## src/rtl/scr43_pkg.sv

```systemverilog
package scr43_pkg;
  localparam int unsigned HIST_LEN = 43;
  localparam int unsigned LANE_W   = 8;

  typedef struct packed {
    logic advance;     // octet accepted this cycle
    logic descramble;  // feedback taken from received bits
  } scr_strobe_t;
endpackage

```

## src/rtl/scr43_ctrl.sv

```systemverilog
module scr43_ctrl
  import scr43_pkg::*;
(
  input  logic        clk,
  input  logic        rstN,
  input  logic        en,
  input  logic        inValid,
  input  logic        dirSel,
  output scr_strobe_t strobe
);
  always_comb begin
    strobe.advance    = rstN & en & inValid;
    strobe.descramble = dirSel;
  end

  AST_NO_ADV_IN_RESET: assert property (@(posedge clk) !rstN |-> !strobe.advance);
endmodule

```

## src/rtl/scr43_dp.sv

```systemverilog
module scr43_dp
  import scr43_pkg::*;
#(
  parameter int unsigned STAGES = HIST_LEN,
  parameter int unsigned WIDTH  = LANE_W
) (
  input  logic             clk,
  input  logic             rstN,
  input  scr_strobe_t      strobe,
  input  logic [WIDTH-1:0] inData,
  output logic [WIDTH-1:0] outData,
  output logic             outValid
);
  localparam int unsigned KEEP = STAGES - WIDTH;

  logic [STAGES-1:0] hist;      // hist[k] is stage k+1
  logic [STAGES-1:0] histNext;
  logic [WIDTH-1:0]  keyBits;
  logic [WIDTH-1:0]  mixed;
  logic [WIDTH-1:0]  fbBits;
  logic [WIDTH-1:0]  newestRev;

  genvar g;
  generate
    for (g = 0; g < WIDTH; g++) begin : gLane
      assign keyBits[g]   = hist[STAGES-1-g];
      assign histNext[g]  = fbBits[WIDTH-1-g];
      assign newestRev[g] = hist[WIDTH-1-g];
    end
  endgenerate

  assign mixed  = inData ^ keyBits;
  assign fbBits = strobe.descramble ? inData : mixed;
  assign histNext[STAGES-1:WIDTH] = hist[KEEP-1:0];

  always_ff @(posedge clk) begin
    if (!rstN) begin
      hist     <= '0;
      outData  <= '0;
      outValid <= 1'b0;
    end else begin
      outValid <= strobe.advance;
      if (strobe.advance) begin
        hist    <= histNext;
        outData <= mixed;
      end
    end
  end

  AST_SCR_FEEDBACK: assert property (@(posedge clk) disable iff (!rstN)
    strobe.advance && !strobe.descramble |=> newestRev == outData);
  AST_DSC_FEEDBACK: assert property (@(posedge clk) disable iff (!rstN)
    strobe.advance && strobe.descramble |=> newestRev == $past(inData));
  AST_OLD_SHIFT: assert property (@(posedge clk) disable iff (!rstN)
    strobe.advance |=> hist[STAGES-1:WIDTH] == $past(hist[KEEP-1:0]));
  AST_IDLE_HOLD: assert property (@(posedge clk) disable iff (!rstN)
    !strobe.advance |=> $stable(hist) && $stable(outData));
endmodule

```

## src/rtl/scr43_top.sv

```systemverilog
module scr43_top
  import scr43_pkg::*;
#(
  parameter int unsigned STAGES = HIST_LEN,
  parameter int unsigned WIDTH  = LANE_W
) (
  input  logic             clk,
  input  logic             rstN,
  input  logic             en,
  input  logic             dirSel,
  input  logic             inValid,
  input  logic [WIDTH-1:0] inData,
  output logic             outValid,
  output logic [WIDTH-1:0] outData
);
  scr_strobe_t strobe;

  scr43_ctrl uCtrl (
    .clk    (clk),
    .rstN   (rstN),
    .en     (en),
    .inValid(inValid),
    .dirSel (dirSel),
    .strobe (strobe)
  );

  scr43_dp #(.STAGES(STAGES), .WIDTH(WIDTH)) uDp (
    .clk     (clk),
    .rstN    (rstN),
    .strobe  (strobe),
    .inData  (inData),
    .outData (outData),
    .outValid(outValid)
  );

  AST_VALID_LATENCY: assert property (@(posedge clk) disable iff (!rstN)
    en && inValid |=> outValid);
  AST_IDLE_QUIET: assert property (@(posedge clk) disable iff (!rstN)
    !(en && inValid) |=> !outValid);
endmodule

```

## config.mk

```make
export PLATFORM = sky130hd
export DESIGN_NAME = scr43_top
export DESIGN_NICKNAME = d
export VERILOG_FILES = /design/src/rtl/scr43_pkg.sv /design/src/rtl/scr43_ctrl.sv /design/src/rtl/scr43_dp.sv /design/src/rtl/scr43_top.sv
export SDC_FILE = /design/constraint.sdc
export NUM_CORES = 1
export LEC_CHECK = 0
export ABC_AREA = 0
export BUFFER_PORTS_ARGS = -buffer_cell sky130_fd_sc_hd__buf_2
export CORE_MARGIN = 2
export CORE_UTILIZATION = 30
export CTS_CLUSTER_SIZE = 20
export DETAILED_ROUTE_END_ITERATION = 6
export SLEW_MARGIN = 30
export SYNTH_ARGS = -nofsm -noshare
export SYNTH_HDL_FRONTEND = slang
export SYNTH_HIERARCHICAL = 1
export SYNTH_SLANG_ARGS = --single-unit
```

## constraint.sdc

```tcl
create_clock -name clk -period 1.1 [get_ports clk]
set_input_delay 0.22 -clock clk [delete_from_list [all_inputs] [get_ports clk]]
set_output_delay 0.22 -clock clk [all_outputs]
set_load 0.005 [all_outputs]
```

**After elaboration in Yosys (flattened, before gate mapping)**

Index checks and enable logic that the tools add are counted.

- Multiplexer cells: 1
- Bitwise gates (word level): 3

Operators with widths:

| kind | number |
|---|---|
| $mux 8 | 1 |
| $xor 8x8->8 | 1 |
| $and 1x1->1 | 2 |

- Register bits: 52
- Input bits: 13

**Longest topological paths before layout**

Gate-level depths: netlist (run 1).

- Depth after elaboration: 2
- Gate-level depth with buffers: 6
- Mapped depth without buffers: 3

**Modules after synthesis**

The synthesis (run 1) kept the hierarchy.

Modules (own cells, without submodules):

| module | cells an instance | times used | area each (um^2) |
|---|---|---|---|
| scr43_dp | 202 | 1 | 2199.6 |
| scr43_ctrl | 2 | 1 | 13.8 |

**Least setup slack after synthesis (run 1)**

OpenSTA, ideal clock, no wires.

- Path type: input -> register
- Start point: input port inValid
- End point: register uDp.outData[4]
- Stages: 6
- Slack: -0.043 ns
- Buffers on the path: 3
- Arrival time: 1.023 ns
- Cells stage by stage: and3_1 > buf_6 > buf_4 > buf_4 > o21ai_0 > a21oi_1

- Word-level cells in the longest chain between the ends: 1

RTL lines:

| what | RTL line | text |
|---|---|---|
| start: declaration | scr43_top.sv:11 | `input logic inValid,` |
| $and 1x1->1 | scr43_ctrl.sv:12 | `strobe.advance = rstN & en & inValid;` |
| end signal: assignment | scr43_dp.sv:45 | `outData <= mixed;` |
| end: declaration | scr43_dp.sv:11 | `output logic [WIDTH-1:0] outData,` |

No other way between the ends.
A chain may end at the register's enable or synchronous reset.

**Worst setup path in the final report (run 1)**

- Start point: register uDp.outData[7]
- End point: output port outData[7]

RTL lines:

| what | RTL line | text |
|---|---|---|
| end: declaration | scr43_top.sv:14 | `output logic [WIDTH-1:0] outData` |

No word-level cell between the ends.

==> key figures, run 1 <==
Timing
  – Slew headroom: 0.7559
  – RSZ-0062 raised after global routing: false
  – Setup WS post-layout: 0.1083 ns
  – Setup TNS Final: 0 ns
  – Final Hold Vio Count: 0
  – Max Clock Skew: 0.006035 ns
  – Max Freq: 1.008 GHz
  – Tightest Pin Transition: about 0.37 ns
  – Crit path time final: 0.9917 ns
  – Slew Viols, Final: 0
  – Fin crit share: 0.9015
  – Final Setup Violations: 0

Power
  – Gate power share: 0.079
  – Switch Pwr: 754.6 uW
  – Switch share: 0.2334
  – Leakage power: 0.0008716 uW
  – Power, Total: 3233 uW
  – Reg power frac: 0.598
  – Clock power frac: 0.323
  – Peak VDD IR: about 0.61 mV
  – Internal power: about 2500 uW
  – PwrDens: 1286 nW/um^2

Clocking
  – Htree depth: 2
  – CTS tree: done
  – Root Buffer: clkbuf_8
  – CTS buffer count: 5
  – Resized Gates After CTS: 0
  – Hold-fix buffer count after cts: 0
  – Clock Pin Slew Worst Setup and Hold Paths: 0.09 ns
  – Post-CTS Setup Inserts: 0
  – Clk buf depth: 2
  – Clock insertion delay at the later pin of the skew report: 0.31 ns
  – Clock Sinks: 52

Synthesis
  – Ys Warns: 6
  – Flops & latches, synth: 52
  – Yosys cell types: 17
  – Mapped Area: 2213 um^2
  – Syn_nets: 217
  – Syn_area_per_cell: 10.85 um^2
  – Syn Inst Count: between 200 and 250
  – Post-synthesis sequential area ratio: 0.4703

Final layout
  – Layout cell share with drive strength beyond 1: 0.2089
  – N_diodes: 0
  – Final core utilization: 0.3484
  – Final nets: approximately 240
  – Commonest non-fill, non-tap cell in the layout: dfxtp_1
  – Fin cells: 324
  – Area grow syn2layout: 13.57%
  – Commonest cells after routing, fill and taps aside: dfxtp_1, nor2b_1, mux2i_1

GRT
  – Initial antenna violation count: 0
  – Global-route wire length before repair: 6582 um
  – Vias in the first global route: 1412
  – Pin count of the biggest net entering global routing: 46
  – Total Routing Usage GR: 0.1013
  – Gr ovfl total: 0

Critical path
  – Critical Path Source Type: flip-flop
  – Worst Path Max Fanout: 2
  – R2r setup slk: 0.27 ns
  – Worst Path Class, Setup: flip-flop to output pin
  – Buffers & Inverters on Critical Path: 1
  – CP cell instances: buf_2
  – CP Capture Type: output pin
  – Slowest stage cell, crit path: dfxtp_1
  – Crit-path leading delay family: flip-flops
  – WP data arrival: roughly 0.77 ns
  – Worst stage delay on the critical path: 0.35 ns
  – Req. time, crit path: between 0.8 and 0.9 ns

Status
  – Status: complete, no violations

Routing
  – Drt total wl: 3812 um
  – Per-cell routed wire length: 11.77 um
  – Via count: between 1000 and 1500
  – Drt pass-1 iters: 4
  – Drt drc: 0
  – Post-DR vias/cell: 4.352
  – Post-DRT Antenna Nets: 0
  – Detailed Route Iter0 Violations: between 40 and 50

Floorplanning
  – Die Span Y: 89.90 um
  – Area of the die: 8081 um^2
  – Row cnt: 31
  – I/O pin count: 22
  – Die width: around 90 um
  – Core Area: 7214 um^2
  – Initial Util: 0.3068

Placed design
  – Routability Congestion: 0.6682
  – Cell count after placement: 317
  – Worst slack, placed: -0.1595 ns
  – PortBufs: 21
  – Detailed Place HPWL: 2542 um

Hold path
  – Class of the worst hold path: input port to flip-flop

Job
  – Max Cap Viol: 0
-- state kept, by name, indices dropped and copies added, names as in the netlist --
signal and count:
uDp/outData 8, uDp/hist 43, uDp/outValid 1
-- worst register-to-register path: cells and delay by family, from the launching register on --
kind	cells	cell delay (ns)
DFF	1	0.36
and+or+nand+nor	1	0.20
AOI/OAI and AO/OA	1	0.20
-- power by group through the flow --
| stage | combinational [uW] | clock, uW | sequential (uW) |
|---|---|---|---|
| CTS | 259 | 1090 | 1930 |
| detailed placement | 259 | 0 | 1980 |
| floorplan | 173 | 0 | 1970 |
| global route | 281 | 1160 | 1940 |
| finish | 255 | 1040 | 1930 |
| global placement | 255 | 0 | 1980 |
-- final cells by class --
type	count	area, um^2
sequential	52	1041
timing repair buffer	30	197.7
fill	767	4701
tap	99	123.9
clock inverter	2	12.51
clock buffer	5	68.82
multi-input combinational	136	1070
-- cell families after synthesis --
| kind of cell | Yosys count | share of synthesized area |
|---|---|---|
| and+or+nand+nor | 61 | 0.1962 |
| xor gates and xnor gates | 8 | 0.03166 |
| buffers and inverters | 16 | 0.04861 |
| AOI/OAI and AO/OA | 32 | 0.09497 |
| muxes | 35 | 0.1583 |
| DFF | 52 | 0.4703 |
-- Yosys cell counts --
| library cell | instances | area (um^2) |
|---|---|---|
| a211oi_1 | 2 | 15.01 |
| a211oi_2 | 6 | 75.07 |
| a21oi_1 | 8 | 40.04 |
| and2_1 | 1 | 6.260 |
| and3_1 | 1 | 6.260 |
| and4b_1 | 8 | 80.08 |
| buf_2 | 2 | 10.01 |
| buf_4 | 4 | 30.03 |
| buf_6 | 4 | 45.04 |
| clkbuf_1 | 6 | 22.52 |
| dfxtp_1 | 52 | 1041 |
| mux2i_1 | 35 | 350.3 |
| nand2b_1 | 8 | 50.05 |
| nor2b_1 | 40 | 250.2 |
| nor2b_4 | 3 | 41.29 |
| o21ai_0 | 16 | 80.08 |
| xnor2_1 | 8 | 70.07 |
-- layer usage --
layer / GRT usage / vias up / wire length (um)
li1: - / 737 / -
met1: 0.1285 / 654 / 1909
met2: 0.1604 / 12 / 1708
met3: 0.02347 / 7 / 109
met4: 0.05385 / 0 / 84
met5: 0 / - / 0
-- metrics by stage --
step / hold WS (ns) / cell area, um^2
2_1_floorplan: 0.3824 / 2222
3_3_place_gp: 0.4982 / 2432
3_5_place_dp: 0.5057 / 2432
4_1_cts: 0.2250 / 2514
5_1_grt: 0.2371 / 2514
6_report: 0.2288 / 2514
-- path summary, 6_finish.rpt --
check	from	end	depth (start not counted)
worst max-delay path	uDp/outData[7]	outData[7]	1
worst min register to register	uDp/hist[21]	uDp/hist[21]	2
worst max register to register	uDp/hist[38]	uDp/hist[3]	2
worst min-delay path	inData[0]	uDp/outData[0]	3
Power figures use the tool's default switching activity.
==> run 2, diff against run 1 <==
--- a/config.mk
+++ b/config.mk
@@ -7,10 +7,12 @@
 export LEC_CHECK = 0
 export ABC_AREA = 0
 export BUFFER_PORTS_ARGS = -buffer_cell sky130_fd_sc_hd__buf_2
-export CORE_MARGIN = 2
-export CORE_UTILIZATION = 30
+export CORE_MARGIN = 4
+export CORE_UTILIZATION = 54
+export CTS_BUF_LIST = sky130_fd_sc_hd__clkbuf_8
 export CTS_CLUSTER_SIZE = 20
 export DETAILED_ROUTE_END_ITERATION = 6
+export PLACE_DENSITY = 0.77
 export SLEW_MARGIN = 30
 export SYNTH_ARGS = -nofsm -noshare
 export SYNTH_HDL_FRONTEND = slang
==> run 2 against run 1 <==
Wire length down 5.6%. First-iteration DRC count increased by 76%. Cell area shrank 3.3%. Setup slack lost 0.023 ns. Sequential share of layout area is 1.4 points higher. Clock skew is 0.0021 ns lower. Register-to-register slack is essentially flat. Clock-buffer cell count up 2. Critical path type unchanged. Critical endpoint is now outData[4].
==> key figures, run 2 (same netlist as run 1, synthesis figures left out) <==
Status
  – Status: complete, no violations

Power
  – Peak VDD IR: 0.9896 mV (+63%)
  – Gate power share: 0.073 (-0.006)
  – Switch share: 0.2156 (-0.01780)
  – Internal power: 2599 uW (+4.9%)
  – Switch Pwr: 714.2 uW (-5.3%)
  – Leakage power: 0.0008559 uW (-1.8%)
  – Clock power frac: 0.344 (+0.021)
  – PwrDens: 1363 nW/um^2 (+6.0%)
  – Reg power frac: 0.584 (-0.014)

Critical path
  – FF-to-FF path depth: 2 (unchanged)
  – CP cell instances: buf_2
  – Req. time, crit path: 0.88 ns (about the same)
  – R2r setup slk: 0.26 ns (about the same)
  – CP Capture Type: output pin
  – Crit-path leading delay family: flip-flops
  – Critical Path Source Type: flip-flop
  – WP data arrival: 0.79 ns (+0.02 ns)
  – Critical R2R Launch: uDp/hist[37]
  – Worst stage delay on the critical path: 0.37 ns (+0.02 ns)
  – Slowest stage cell, crit path: dfxtp_1
  – Worst Path Max Fanout: 2 (unchanged)
  – Buffers & Inverters on Critical Path: 1 (unchanged)
  – Worst Path Class, Setup: flip-flop to output pin
  – RR Endpoint: uDp/hist[2]

Timing
  – Max Freq: 0.9857 GHz (-2.3%)
  – Final Setup Violations: 0 (unchanged)
  – Tightest Pin Transition: 0.4054 ns (+0.03918 ns)
  – Final hold slack: 0.2396 ns (+0.01082 ns)
  – Crit path time final: 1.015 ns (+0.02286 ns)
  – RSZ-0062 raised after global routing: false
  – Slew Viols, Final: 0 (unchanged)
  – Max Clock Skew: 0.003886 ns (-0.002149 ns)
  – Final Hold Vio Count: 0 (unchanged)
  – Slew headroom: 0.7297 (-0.02612)
  – Setup TNS Final: 0 ns (unchanged)
  – Fin crit share: 0.9223 (+0.02078)

Final layout
  – Number of flip-flops in the largest register: 43 (unchanged)
  – Final core utilization: 0.6118 (+0.2634)
  – Commonest non-fill, non-tap cell in the layout: dfxtp_1
  – Post-route cell area: 2430 um^2 (-3.3%)
  – Fin cells: 270 (-17%)
  – Area grow syn2layout: 9.780%
  – Final nets: 233 (-2.1%)
  – Reg with most FFs: uDp/hist
  – Largest regs: uDp/hist: 43 flops, uDp/outData: 8 flops, uDp/outValid: 1 flops
  – Multi-input logic area: 1070 um^2 (unchanged)
  – Reg area: 1041 um^2 (unchanged)
  – N_diodes: 0 (unchanged)
  – Layout cell share with drive strength beyond 1: 0.1909 (-0.01798)
  – Commonest cells after routing, fill and taps aside: dfxtp_1, nor2b_1, mux2i_1
  – Filler cells: 347 (-55%)

Routing
  – Drt pass-1 iters: 4 (unchanged)
  – Post-DRT Antenna Nets: 0 (unchanged)
  – Drt drc: 0 (unchanged)
  – DR WL met3: 129 um (+18%)
  – WL met2: 1570 um (-8.1%)
  – Detailed Route Iter0 Violations: 86 (+76%)
  – Routed met1 length: 1805 um (-5.4%)
  – Per-cell routed wire length: 13.33 um (+13%)
  – Drt total wl: 3600 um (-5.6%)
  – Top layer in use: met4
  – Via count: 1395 (-1.1%)
  – Post-DR vias/cell: 5.167 (+19%)

Hold path
  – Hold EP: uDp/outData[4]
  – Min-delay src: inData[4]
  – Class of the worst hold path: input port to flip-flop
  – Hold depth: 3 (unchanged)

Clocking
  – Clock Pin Slew Worst Setup and Hold Paths: 0.08 ns (about the same)
  – Post-CTS Setup Inserts: 0 (unchanged)
  – Clock Sinks: 52 (unchanged)
  – Hold-fix buffer count after cts: 0 (unchanged)
  – Clk buf depth: 2 (unchanged)
  – Resized Gates After CTS: 0 (unchanged)
  – Htree depth: 2 (unchanged)
  – CTS tree: done
  – Root Buffer: clkbuf_8
  – CTS buffer count: 5 (unchanged)
  – Clock insertion delay at the later pin of the skew report: 0.30 ns (about the same)

Placed design
  – Detailed Place HPWL: 2335 um (-8.1%)
  – Placed inst area: 2333 um^2 (-4.1%)
  – Routability Congestion: 0.7051 (+5.5%)
  – Cell count after placement: 263 (-17%)
  – PortBufs: 21 (unchanged)

Floorplanning
  – Core Area: 3971 um^2 (-45%)
  – Initial Util: 0.5573 (+0.2505)
  – Row cnt: 23 (-26%)
  – Die Span Y: 72.02 um (-20%)
  – I/O pin count: 22 (unchanged)
  – Die width: 72.02 um (-20%)
  – Area of the die: 5187 um^2 (-36%)

GRT
  – Global-route wire length before repair: 6396 um (-2.8%)
  – Pin count of the biggest net entering global routing: 53 (+15%)
  – Gr ovfl total: 0 (unchanged)
  – Total Routing Usage GR: 0.1566 (+0.05536)
  – Initial antenna violation count: 0 (unchanged)
  – Vias in the first global route: 1390 (-1.6%)

Job
  – Max Cap Viol: 0 (unchanged)
## run 2: cell count changes in the layout (fill, tap and decap cells not counted)
cell,change
clkinvlp_4,-1
buf_4,-5
clkinv_2,-1
clkbuf_8,+2
## run 2: final cells by class
cell class,count,area share
tap,50,0.02575
timing repair buffer,25,0.06591
clock buffer,7,0.03965
sequential,52,0.4284
multi-input combinational,136,0.4403
## run 2: worst max path at each step
stage                         startpoint           to  slack, ns  depth (start not counted)
after floorplan                  inValid  uDp/hist[5]      -0.01                          6
after global placement              rstN  uDp/hist[0]      -0.09                          5
after detailed placement            rstN  uDp/hist[3]      -0.14                          5
after CTS                 uDp/outData[4]   outData[4]       0.07                          1
after global routing      uDp/outData[4]   outData[4]       0.05                          1
final                     uDp/outData[4]   outData[4]       0.09                          1
## run 2: power groups by stage
stage	clock network, uW	logic [uW]	registers [uW]
after floorplan	0	173	1970
after global placement	0	241	1980
after detailed placement	0	243	1980
after CTS	1170	244	1930
after global routing	1260	264	1940
final	1140	242	1930
## run 2: metrics by stage
step | total power, uW | setup slack [ns]
detailed placement | 2221 | -0.1378
global route | 3462 | 0.04922
global placement | 2218 | -0.08628
floorplan | 2148 | -0.01262
finish | 3313 | 0.08546
CTS | 3352 | 0.06985
## run 2: routing by layer
metal / GRT usage / up-vias
met5: 0 / -
met4: 0.07724 / 0
met3: 0.04709 / 10
met2: 0.2378 / 18
met1: 0.2026 / 636
li1: - / 731
## run 2: worst reg2reg max path, stage by stage (launching register included)
cell and delay (ns):
dfxtp_1 0.35, and4b_1 0.23, a211oi_2 0.19
==> run 3, diff against run 2 <==
--- a/config.mk
+++ b/config.mk
@@ -7,11 +7,13 @@
 export LEC_CHECK = 0
 export ABC_AREA = 0
 export BUFFER_PORTS_ARGS = -buffer_cell sky130_fd_sc_hd__buf_2
+export CORE_ASPECT_RATIO = 2
 export CORE_MARGIN = 4
 export CORE_UTILIZATION = 54
 export CTS_BUF_LIST = sky130_fd_sc_hd__clkbuf_8
 export CTS_CLUSTER_SIZE = 20
 export DETAILED_ROUTE_END_ITERATION = 6
+export HOLD_SLACK_MARGIN = 0.12
 export PLACE_DENSITY = 0.77
 export SLEW_MARGIN = 30
 export SYNTH_ARGS = -nofsm -noshare
==> run 3 against run 2 <==
Power increased by 4.8%. Clock skew increased by 0.0038 ns. Die area increased by 1.2%. Highest routed layer unchanged. Global-route usage decreased by 0.72 points. Cell count increased by 1.1%. First-iteration DRC count decreased by 84%. Flip-flop and latch count unchanged. Utilization increased by 1.4 points.
==> key figures, run 3 (same netlist as run 1, synthesis figures left out) <==
GRT
  – Vias in the first global route: 1347 (-3.1%)
  – Initial antenna violation count: 0 (unchanged)
  – Total Routing Usage GR: 0.1494 (-0.007174)
  – Global-route wire length before repair: 6037 um (-5.6%)
  – Gr ovfl total: 0 (unchanged)
  – Pin count of the biggest net entering global routing: 43 (-19%)

Critical path
  – CP startpoint: uDp/outData[6]
  – Critical Path Source Type: flip-flop
  – Worst stage delay on the critical path: 0.36 ns (about the same)
  – Worst Path Class, Setup: flip-flop to output pin
  – Buffers & Inverters on Critical Path: 1 (unchanged)
  – Slowest stage cell, crit path: dfxtp_1
  – Critical R2R Launch: uDp/hist[39]
  – WP data arrival: 0.78 ns (about the same)
  – Worst Path Max Fanout: 2 (unchanged)
  – Req. time, crit path: 0.88 ns (about the same)
  – CP Capture Type: output pin
  – CP cell instances: buf_2
  – Crit-path leading delay family: flip-flops

Floorplanning
  – Core Area: 3924 um^2 (-1.2%)
  – Die Span Y: 98.54 um (+37%)
  – Die width: 53.27 um (-26%)
  – Row cnt: 32 (+39%)
  – I/O pin count: 22 (unchanged)
  – Initial Util: 0.5641 (+0.006754)
  – Area of the die: 5249 um^2 (+1.2%)

Power
  – PwrDens: 1413 nW/um^2 (+3.7%)
  – Leakage power: 0.0008652 uW (+1.1%)
  – Peak VDD IR: 0.9286 mV (-6.2%)

Clocking
  – Clock Sinks: 52 (unchanged)
  – CTS buffer count: 5 (unchanged)
  – Resized Gates After CTS: 0 (unchanged)
  – Root Buffer: clkbuf_8
  – CTS tree: done
  – Post-CTS Setup Inserts: 0 (unchanged)
  – Hold-fix buffer count after cts: 0 (unchanged)
  – Clock insertion delay at the later pin of the skew report: 0.30 ns (about the same)
  – Clock Pin Slew Worst Setup and Hold Paths: 0.09 ns (about the same)
  – Htree depth: 2 (unchanged)
  – Clk buf depth: 2 (unchanged)

Final layout
  – Post-route cell area: 2457 um^2 (+1.1%)
  – N_diodes: 0 (unchanged)
  – Reg with most FFs: uDp/hist
  – Largest regs: uDp/hist: 43 flops, uDp/outData: 8 flops, uDp/outValid: 1 flops
  – Final core utilization: 0.6263 (+0.01443)
  – Commonest non-fill, non-tap cell in the layout: dfxtp_1
  – Number of flip-flops in the largest register: 43 (unchanged)
  – Commonest cells after routing, fill and taps aside: dfxtp_1, nor2b_1, mux2i_1
  – Area grow syn2layout: 11.02%
  – Final nets: 234 (+0.43%)
  – Layout cell share with drive strength beyond 1: 0.1982 (+0.007289)

Timing
  – Slew Viols, Final: 0 (unchanged)
  – Max Clock Skew: 0.007681 ns (+0.003794 ns)
  – Tightest Pin Transition: 0.3296 ns (-0.07584 ns)
  – Final Hold Vio Count: 0 (unchanged)
  – Final Setup Violations: 0 (unchanged)
  – Crit path time final: 1.000 ns (-0.01422 ns)
  – Slew headroom: 0.7803 (+0.05056)
  – Setup WS post-layout: 0.09967 ns (+0.01422 ns)
  – RSZ-0062 raised after global routing: false
  – Max Freq: 0.9997 GHz (+1.4%)
  – Fin crit share: 0.9094 (-0.01292)

Routing
  – Drt pass-1 iters: 4 (unchanged)
  – Detailed Route Iter0 Violations: 14 (-84%)
  – Drt drc: 0 (unchanged)
  – Via count: 1402 (+0.50%)
  – Per-cell routed wire length: 12.69 um (-4.8%)
  – Post-DRT Antenna Nets: 0 (unchanged)
  – Drt total wl: 3465 um (-3.8%)
  – Post-DR vias/cell: 5.136 (-0.60%)

Placed design
  – Routability Congestion: 0.6827 (-3.2%)
  – Worst slack, placed: -0.1172 ns (+0.02067 ns)
  – Detailed Place HPWL: 2356 um (+0.88%)
  – PortBufs: 21 (unchanged)
  – Placed inst area: 2342 um^2 (+0.38%)

Hold path
  – Min-delay src: inData[2]
  – Class of the worst hold path: input port to flip-flop

Job
  – Max Cap Viol: 0 (unchanged)

Status
  – Status: complete, no violations
run 3: stage by stage:
stage          hold slack [ns]  cells  power (uW)  TNS [ns]
3_5_place_dp            0.5059    265        2222    -2.681
6_report                0.2351    273        3473         0
4_1_cts                 0.2256    273        3531         0
5_1_grt                 0.2408    273        3628         0
2_1_floorplan           0.3824    204        2148  -0.03785
3_3_place_gp            0.4934    265        2217    -1.880
run 3: per-layer routing:
| metal | track usage | share of wire |
|---|---|---|
| met1 | 0.1850 | 0.47 |
| met2 | 0.2384 | 0.47 |
| met3 | 0.02723 | 0.037 |
| met4 | 0.07677 | 0.025 |
| met5 | 0 | 0 |
run 3: power breakdown:
group	switching [uW]	leakage, uW	internal, uW
Clock	612	0.0000548	685
Combinational	119	0.000389	124
Sequential	17.0	0.000421	1920
Total	748	0.000865	2720
run 3: path summary, 6_finish.rpt:
| path | slack, ns | cells after the start | endpoint |
|---|---|---|---|
| max reg2reg | 0.27 | 2 | uDp/hist[4] |
| min | 0.24 | 3 | uDp/outData[2] |
| max | 0.1 | 1 | outData[6] |
| min reg2reg | 0.52 | 2 | uDp/hist[3] |
run 3: area by class of cell:
| class | instances | area [um^2] |
|---|---|---|
| timing repair buffer | 26 | 167.7 |
| sequential | 52 | 1041 |
| clock buffer | 5 | 68.82 |
| tap | 51 | 63.81 |
| clock inverter | 3 | 46.29 |
| multi-input combinational | 136 | 1070 |
| fill | 341 | 1466 |
